### config.mk
export PLATFORM = sky130hd
export DESIGN_NAME = prefix_count_unit
export DESIGN_NICKNAME = d
export VERILOG_FILES = /design/src/rtl/pcu_pkg.sv /design/src/rtl/pcu_prefix.sv /design/src/rtl/pcu_chain.sv /design/src/rtl/prefix_count_unit.sv
export SDC_FILE = /design/constraint.sdc
export NUM_CORES = 1
export LEC_CHECK = 0
export ABC_AREA = 0
export BUFFER_PORTS_ARGS = -buffer_cell sky130_fd_sc_hd__buf_2
export CORE_MARGIN = 5
export CORE_UTILIZATION = 34
export DETAILED_ROUTE_END_ITERATION = 10
export PLACE_DENSITY = 0.68
export SLEW_MARGIN = 20
export SYNTH_ARGS = -nofsm -noshare
export SYNTH_HDL_FRONTEND = slang
export SYNTH_SLANG_ARGS = --single-unit
### constraint.sdc
create_clock -name clk_i -period 1.3 [get_ports clk_i]
set_input_delay 0.26 -clock clk_i [delete_from_list [all_inputs] [get_ports clk_i]]
set_output_delay 0.26 -clock clk_i [all_outputs]
set_load 0.1 [all_outputs]
### src/rtl/pcu_pkg.sv
package pcu_pkg;
    localparam int unsigned NIB_W = 4;

    typedef enum logic {
        MODE_PREFIX = 1'b0,
        MODE_RESET  = 1'b1
    } pcu_mode_e;
endpackage

### src/rtl/pcu_prefix.sv
module pcu_prefix #(
    parameter int unsigned NUM_ELEM = 8,
    parameter int unsigned CNT_W    = 4
) (
    input  logic [NUM_ELEM-1:0]       bits_i,
    output logic [NUM_ELEM*CNT_W-1:0] cnt_o
);
    // each element sums the qualifying bits strictly below it
    for (genvar gi = 0; gi < NUM_ELEM; gi++) begin : g_el
        logic [CNT_W-1:0] sum;
        always_comb begin
            sum = '0;
            for (int j = 0; j < gi; j++) begin
                sum = sum + CNT_W'(bits_i[j]);
            end
        end
        assign cnt_o[gi*CNT_W +: CNT_W] = sum;
    end
endmodule

### src/rtl/pcu_chain.sv
module pcu_chain
    import pcu_pkg::*;
#(
    parameter int unsigned NUM_ELEM = 8,
    parameter int unsigned CNT_W    = 4,
    parameter int unsigned VL_W     = 4
) (
    input  logic [NUM_ELEM-1:0]       mask_i,
    input  logic [VL_W-1:0]           vl_i,
    input  logic [NUM_ELEM*NIB_W-1:0] cond_i,
    input  logic [1:0]                sel_i,
    input  logic                      pol_i,
    output logic [NUM_ELEM*CNT_W-1:0] cnt_o
);
    logic [CNT_W-1:0] run;
    logic [NIB_W-1:0] nib;

    always_comb begin
        run   = '0;
        nib   = '0;
        cnt_o = '0;
        for (int k = 0; k < NUM_ELEM; k++) begin
            if (VL_W'(k) < vl_i) begin
                if (mask_i[k]) begin
                    nib = cond_i[k*NIB_W +: NIB_W];
                    cnt_o[k*CNT_W +: CNT_W] = run;
                    if (nib[sel_i] == pol_i) begin
                        run = run + 1'b1;
                    end
                end else begin
                    run = '0;
                end
            end
        end
    end
endmodule

### src/rtl/prefix_count_unit.sv
module prefix_count_unit
    import pcu_pkg::*;
#(
    parameter int unsigned NUM_ELEM = 8,
    parameter int unsigned CNT_W    = 4,
    localparam int unsigned VL_W    = $clog2(NUM_ELEM + 1),
    localparam int unsigned RES_W   = NUM_ELEM * CNT_W,
    localparam int unsigned COND_W  = NUM_ELEM * NIB_W
) (
    input  logic              clk_i,
    input  logic              rst_ni,
    input  logic              start_i,
    input  logic              mode_i,
    input  logic              src_all_ones_i,
    input  logic [NUM_ELEM-1:0] src_bits_i,
    input  logic [NUM_ELEM-1:0] mask_i,
    input  logic [VL_W-1:0]   vl_i,
    input  logic [COND_W-1:0] cond_i,
    input  logic [1:0]        sel_i,
    input  logic              pol_i,
    input  logic [RES_W-1:0]  prev_i,
    output logic              valid_o,
    output logic [NUM_ELEM-1:0] wen_o,
    output logic [RES_W-1:0]  result_o
);
    typedef struct packed {
        logic                valid;
        logic [NUM_ELEM-1:0] wen;
        logic [RES_W-1:0]    res;
    } pcu_state_t;

    pcu_state_t state_d, state_q;

    logic [NUM_ELEM-1:0] qual_bits;
    logic [NUM_ELEM-1:0] active;
    logic [RES_W-1:0]    prefix_cnt;
    logic [RES_W-1:0]    chain_cnt;
    pcu_mode_e           mode;

    assign mode      = pcu_mode_e'(mode_i);
    assign qual_bits = (src_all_ones_i ? {NUM_ELEM{1'b1}} : src_bits_i) & mask_i;

    always_comb begin
        for (int k = 0; k < NUM_ELEM; k++) begin
            active[k] = mask_i[k] && (VL_W'(k) < vl_i);
        end
    end

    pcu_prefix #(
        .NUM_ELEM(NUM_ELEM),
        .CNT_W   (CNT_W)
    ) u_prefix (
        .bits_i(qual_bits),
        .cnt_o (prefix_cnt)
    );

    pcu_chain #(
        .NUM_ELEM(NUM_ELEM),
        .CNT_W   (CNT_W),
        .VL_W    (VL_W)
    ) u_chain (
        .mask_i(mask_i),
        .vl_i  (vl_i),
        .cond_i(cond_i),
        .sel_i (sel_i),
        .pol_i (pol_i),
        .cnt_o (chain_cnt)
    );

    always_comb begin
        state_d       = state_q;
        state_d.valid = start_i;
        state_d.wen   = '0;
        if (start_i) begin
            for (int k = 0; k < NUM_ELEM; k++) begin
                if (active[k]) begin
                    state_d.wen[k] = 1'b1;
                    state_d.res[k*CNT_W +: CNT_W] = (mode == MODE_RESET)
                        ? chain_cnt[k*CNT_W +: CNT_W]
                        : prefix_cnt[k*CNT_W +: CNT_W];
                end else begin
                    state_d.res[k*CNT_W +: CNT_W] = prev_i[k*CNT_W +: CNT_W];
                end
            end
        end
    end

    always_ff @(posedge clk_i or negedge rst_ni) begin
        if (!rst_ni) begin
            state_q <= '0;
        end else begin
            state_q <= state_d;
        end
    end

    assign valid_o  = state_q.valid;
    assign wen_o    = state_q.wen;
    assign result_o = state_q.res;
endmodule

==> results of run 1 <==
-- final cells by class --
type                       instances  area [um^2]
clock inverter                     2         37.5
timing repair buffer             227         2100
tap                              111          139
clock buffer                       6         82.6
fill                             719         3320
inverter                          19         71.3
sequential                        41         1030
multi-input combinational        290         2420
-- stage by stage --
step	hold WS, ns	total power, mW	utilization	cell area [um^2]	setup WS (ns)
2_1_floorplan	-0.0356	3.29	-	3280	-3.83
3_3_place_gp	0.246	4.59	0.573	5270	-3.65
3_5_place_dp	0.251	4.67	0.573	5270	-3.81
4_1_cts	0.180	5.90	0.612	5630	-3.35
5_1_grt	0.205	6.37	0.639	5880	-3.59
6_report	0.187	6.11	0.639	5880	-3.39
-- placed cells by master, fill, tap and decap left out, types with 3 or more instances in the layout --
cell | netlist | routed
xnor2_2 | 0 | 3
a211oi_1 | 9 | 3
buf_6 | 2 | 13
xnor2_1 | 11 | 8
nor2_1 | 43 | 39
and3_4 | 0 | 4
ha_1 | 16 | 12
o21a_1 | 8 | 8
or3_4 | 1 | 3
mux2_2 | 5 | 3
buf_2 | 1 | 85
xor2_1 | 8 | 7
o21ai_0 | 29 | 18
nor2_2 | 0 | 3
dfrtp_1 | 41 | 41
and2_1 | 4 | 4
a31oi_1 | 6 | 6
buf_12 | 0 | 44
mux4_1 | 4 | 3
nand3_1 | 19 | 16
nand4_1 | 3 | 3
o211ai_1 | 3 | 3
a21oi_1 | 33 | 26
and3_1 | 5 | 3
clkbuf_8 | 0 | 6
ha_4 | 0 | 4
nand2_2 | 0 | 3
inv_2 | 1 | 4
inv_1 | 17 | 14
o21ai_1 | 1 | 9
buf_4 | 1 | 83
mux4_2 | 3 | 4
a211oi_4 | 0 | 4
nand2_1 | 28 | 23
a21oi_2 | 0 | 5
-- flip-flops by register name, summed over array words and instances (netlist names) --
signal and count:
valid_o 1, result_o 32, wen_o 8
-- what timing repair did --
action / CTS / global route
hold buffers: 1 / 0
gates cloned: 0 / 0
resized for setup: 49 / 41
pin swaps: 34 / 26
hold endpoints to repair: 41 / 0
buffers inserted: 8 / 6
setup endpoints to repair: 22 / 24
-- worst max-delay path, delay by kind of cell --
family	cells	cell delay, ns
buf+inv	5	0.34
compound gates	8	1.13
fa+ha+maj	6	1.42
simple gates	8	0.84
xor+xnor	1	0.18
mux	2	0.68
-- power by group --
group / leakage (nW) / internal [mW] / switching [mW]
logic: 2.19 / 1.49 / 2.00
registers: 0.507 / 1.40 / 0.142
clock network: 0.0574 / 0.624 / 0.445
total: 2.75 / 3.52 / 2.58
-- metal layers --
| layer | vias up | GRT usage |
|---|---|---|
| met5 | - | 0 |
| li1 | 1757 | - |
| met1 | 1747 | 0.249 |
| met3 | 16 | 0.0247 |
| met2 | 151 | 0.350 |
| met4 | 0 | 0.0521 |
-- cells by family after synthesis --
group / count (synthesis) / synth area share
AOI/OAI and AO/OA: 108 / 0.216
and+or+nand+nor: 127 / 0.190
muxes: 18 / 0.0946
adders and majority gates: 18 / 0.0754
xor gates and xnor gates: 19 / 0.0522
DFF: 41 / 0.322
buffers and inverters: 36 / 0.0491
-- path summary, 6_finish.rpt --
| path | startpoint | end | slack (ns) | depth (start not counted) |
|---|---|---|---|---|
| hold / removal | prev_i[1] | result_o[1] | 0.19 | 3 |
| setup reg to reg | result_o[19] | result_o[19] | 0.48 | 1 |
| hold reg to reg | result_o[23] | result_o[23] | 0.56 | 2 |
| setup / recovery | sel_i[0] | result_o[29] | -3.39 | 30 |
| min in group asynchronous | rst_ni | result_o[3] | 0.46 | 3 |
| max in group asynchronous | rst_ni | result_o[20] | 0.63 | 3 |
==> flow_metrics.tcl, run 1 <==
set metrics [dict create \
    synth_top_area_share 0.322 \
    ys_top_cells_by_area "dfrtp_1 (32%), ha_1 (6.3%), a21oi_1 (5.2%)" \
    top_layer "met4" \
    wl_met3_um 700 \
    synth_edf_count 0 \
    grt_first_pass_wirelength_mm 18.4 \
    final_cells 696 \
    yosysTopAreaCell "dfrtp_1" \
    io_pins 133 \
    area_growth_pct 84.5 \
    yosysWarnings 0 \
    syn_area_um2 3190 \
    grt_start_max_net_pins 42 \
    grt_setup_unrepaired "yes" \
    via_count 3671 \
    maxSlewHeadroom 0.652 \
    ant_nets 0 \
    drive_gt1_frac 0.533 \
    via_per_inst 5.27 \
    cts_tree "built" \
    peakVddDrop_mv 0.579 \
    dieHeight_um 107 \
    clock-sinks 41 \
    violations "setup timing" \
    row_count 35 \
    fmax_ghz 0.213 \
    routed_wl_mm 11.6 \
    path_clk_slew_ns 0.08 \
    antenna_found_initial 0 \
    wirelength_met1_mm 4.83 \
    place_hpwl_mm 9.14 \
    async_reset_ff_frac 1.00 \
    critPathMaxStageDelay_ns 0.51 \
    diodes 0 \
    path_max_fanout 3 \
    worst_path_most_repeated_cell "ha_4" \
    dp.cells 676 \
    drt_iter0_markers 193 \
    numCtsBuffers 5 \
    start_util 0.347 \
    end_kind "flop" \
    io_buffers 127 \
    root_buffer "clkbuf_8" \
    leakage_nw 2.75 \
    syn_inst 367 \
    gp_congestion 0.911 \
    outcome "finished with violations" \
    worst_slew_pin_slew_ns 0.521 \
    fin_crit_ns 4.69 \
    core_area_um2 9200 \
    drv_slew 0 \
    yosysUniqueCellTypes 60 \
    avgSynthCellArea_um2 8.68 \
    finalClockSkew_ns 0 \
    critPathKind "input pin to flop" \
    setup_viol 22 \
    grt_overflow_total 0 \
    clk_latency_ns 0.29 \
    hold_viol_final 0 \
    fp.dieW_um 107 \
    dieArea_um2 11400 \
    setup-tns-final_ns -49.02 \
    start_kind "input pin" \
    drtPass1Iterations 4 \
    grt_pass1_vias 3838 \
    powerDensity_nw_per_um2 1040 \
    hold_path.class "input pin to flop" \
    cts_buffer_depth 2 \
    cp_slowest_cell "mux4_2" \
    synth_nets 477 \
    post-route-period-util 3.61 \
    cp_data_required_time_ns 1.48 \
    synth-seq-cells 41 \
    nets 694 \
    cap_violations 0 \
    wl_met2_mm 5.94 \
    arrival_ns 4.86 \
    synthTopCellsByCount "nor2_1 (43), dfrtp_1 (41), a21oi_1 (33), o21ai_0 (29), nand2_1 (28)" \
    htree_levels 2 \
    yosysSeqAreaShare 0.322 \
    wire_per_inst_um 16.7 \
    grt_usage 0.196 \
    worst_slack_ns -3.39 \
    post-synth-top-count-cell "nor2_1" \
    synth_ff_type "dfrtp_1" \
    drc 0 \
]
Note: power is estimated with default switching activity, not from simulation.
==> run 2, diff against run 1 <==
CORE_ASPECT_RATIO = 1.5   (was not set)
CORE_UTILIZATION = 35   (was 34)
PLACE_DENSITY = 0.69   (was 0.68)
==> run 2 against run 1 <==
Compared with the run above:
- the run still ends with setup timing left
- critical path depth is the same
- cell count grew 1.1%
- die area shrank 2.2%
- combinational power shrank 2%
- clock skew is the same
- sequential cell count is the same
- wire length shrank 2.5%
- sequential share of layout area is essentially flat
- hold slack gained 0.017 ns
- non-clock buffer count grew 7
==> flow_metrics.tcl, run 2 (same netlist as run 1, synthesis figures left out) <==
set metrics [dict create \
    largest_reg_flops 32 \
    grt_start_max_net_pins 42 \
    final_util 0.661 \
    via_per_inst 5.26 \
    grt_overflow_total 0 \
    start_util 0.359 \
    drive_gt1_frac 0.527 \
    r2r.worst_path.cells 1 \
    routed_wl_mm 11.4 \
    violations "setup timing" \
    cp_data_required_time_ns 1.46 \
    final_cells 704 \
    cts_tree "built" \
    end_kind "flop" \
    drtPass1Iterations 4 \
    worst_slack_ns -3.36 \
    outcome "finished with violations" \
    worstReg2RegStart "result_o[22]" \
    grt_usage 0.197 \
    place_hpwl_mm 9.00 \
    cts_buffer_depth 2 \
    hold_depth 3 \
    worst_slew_pin_slew_ns 0.429 \
    antenna_found_initial 2 \
    drt_iter0_markers 168 \
    path_clk_slew_ns 0.06 \
    hold_start "prev_i[2]" \
    peakVddDrop_mv 0.991 \
    path_max_fanout 3 \
    io_pins 133 \
    mostFrequentLayoutCell "buf_4" \
    drv_slew 0 \
    cap_violations 0 \
    fin_crit_ns 4.66 \
    min_to "result_o[2]" \
    core_area_um2 8880 \
    post_dp_cell_area_um2 5300 \
    wire_per_inst_um 16.1 \
    arrival_ns 4.82 \
    cp_slowest_cell "mux4_2" \
    postLayoutCellArea_um2 5870 \
    area_growth_pct 84.1 \
    r2r_slack_ns 0.50 \
    root_buffer "clkbuf_16" \
    dieHeight_um 127 \
    row_count 42 \
    gp_congestion 0.910 \
    hold_path.class "input pin to flop" \
    grt_pass1_vias 3814 \
    leakage_nw 2.76 \
    worst_path_most_repeated_cell "ha_4" \
    critPathMaxStageDelay_ns 0.51 \
    ant_nets 0 \
    hold_viol_final 0 \
    htree_levels 2 \
    fmax_ghz 0.215 \
    fp.dieW_um 87.9 \
    fillers 687 \
    powerDensity_nw_per_um2 1090 \
    maxSlewHeadroom 0.714 \
    finalClockSkew_ns 0 \
    via_count 3700 \
    io_buffers 127 \
    grt_setup_unrepaired "yes" \
    post-route-period-util 3.58 \
    drc 0 \
    nets 701 \
    dieArea_um2 11200 \
    start_kind "input pin" \
    setup_viol 22 \
    dp.cells 682 \
    numCtsBuffers 5 \
    critPathKind "input pin to flop" \
    final_cell_mix "buf_4 (94), buf_2 (85), buf_12 (42), nor2_1 (41), dfrtp_1 (41)" \
    grt_first_pass_wirelength_mm 17.7 \
    clk_latency_ns 0.28 \
    clock-sinks 41 \
    holdWs_ns 0.204 \
    r2r-end "result_o[22]" \
]
[run 2: timing repair]
item | in CTS | in global routing
setup endpoints to repair | 22 | 26
endpoints found under the hold margin | 41 | 0
resized for setup | 43 | 30
buffers inserted | 9 | 5
pin swaps | 33 | 36
hold buffers | 1 | 0
[run 2: how the worst max path moves through the flow]
| stage | start | end | slack, ns | cells after the start |
|---|---|---|---|---|
| after floorplan | sel_i[0] | result_o[29] | -3.83 | 30 |
| after global placement | sel_i[0] | result_o[29] | -3.68 | 30 |
| after detailed placement | sel_i[0] | result_o[29] | -3.81 | 30 |
| after CTS | sel_i[0] | result_o[31] | -3.34 | 28 |
| after global routing | sel_i[0] | result_o[29] | -3.58 | 30 |
| final | sel_i[0] | result_o[29] | -3.36 | 30 |
[run 2: worst max-delay path, delay by kind of cell]
| family | cells | cell delay (ns) |
|---|---|---|
| AND/OR/NAND/NOR | 8 | 0.81 |
| multiplexers | 2 | 0.69 |
| AO/OA/AOI/OAI | 8 | 1.07 |
| XOR/XNOR | 1 | 0.18 |
| buffers and inverters | 5 | 0.38 |
| adder cells (fa/ha/maj) | 6 | 1.42 |
[run 2: final cells by class]
cell class	instances	area (um^2)	share of cell area
Antenna cell	2	5.00	0.000853
Clock buffer	7	143	0.0243
Clock inverter	1	30.0	0.00512
Inverter	19	71.3	0.0122
Multi-Input combinational cell	290	2330	0.398
Sequential cell	41	1030	0.175
Tap cell	110	138	0.0235
Timing Repair Buffer	234	2120	0.361
[run 2: per-stage QoR]
stage	power (mW)	setup WS, ns	setup TNS, ns
after floorplan	3.29	-3.83	-51.50
after global placement	4.64	-3.68	-56.70
after detailed placement	4.68	-3.81	-59.11
after CTS	6.28	-3.34	-47.51
after global routing	6.65	-3.58	-52.11
final	6.41	-3.36	-48.48
[run 2: routing by layer]
metal	routed length, um	vias to the layer above	share of wire	track usage
met3	604	38	0.053	0.0214
met4	554	0	0.049	0.109
met2	6280	141	0.55	0.364
met5	0	-	0	0
met1	3920	1749	0.35	0.211
li1	-	1772	-	-
[run 2: where the power goes]
part           internal (mW)  leakage [nW]  switching [mW]
logic                   1.48          2.17            1.95
registers               1.41         0.507           0.139
clock network          0.959        0.0841           0.481
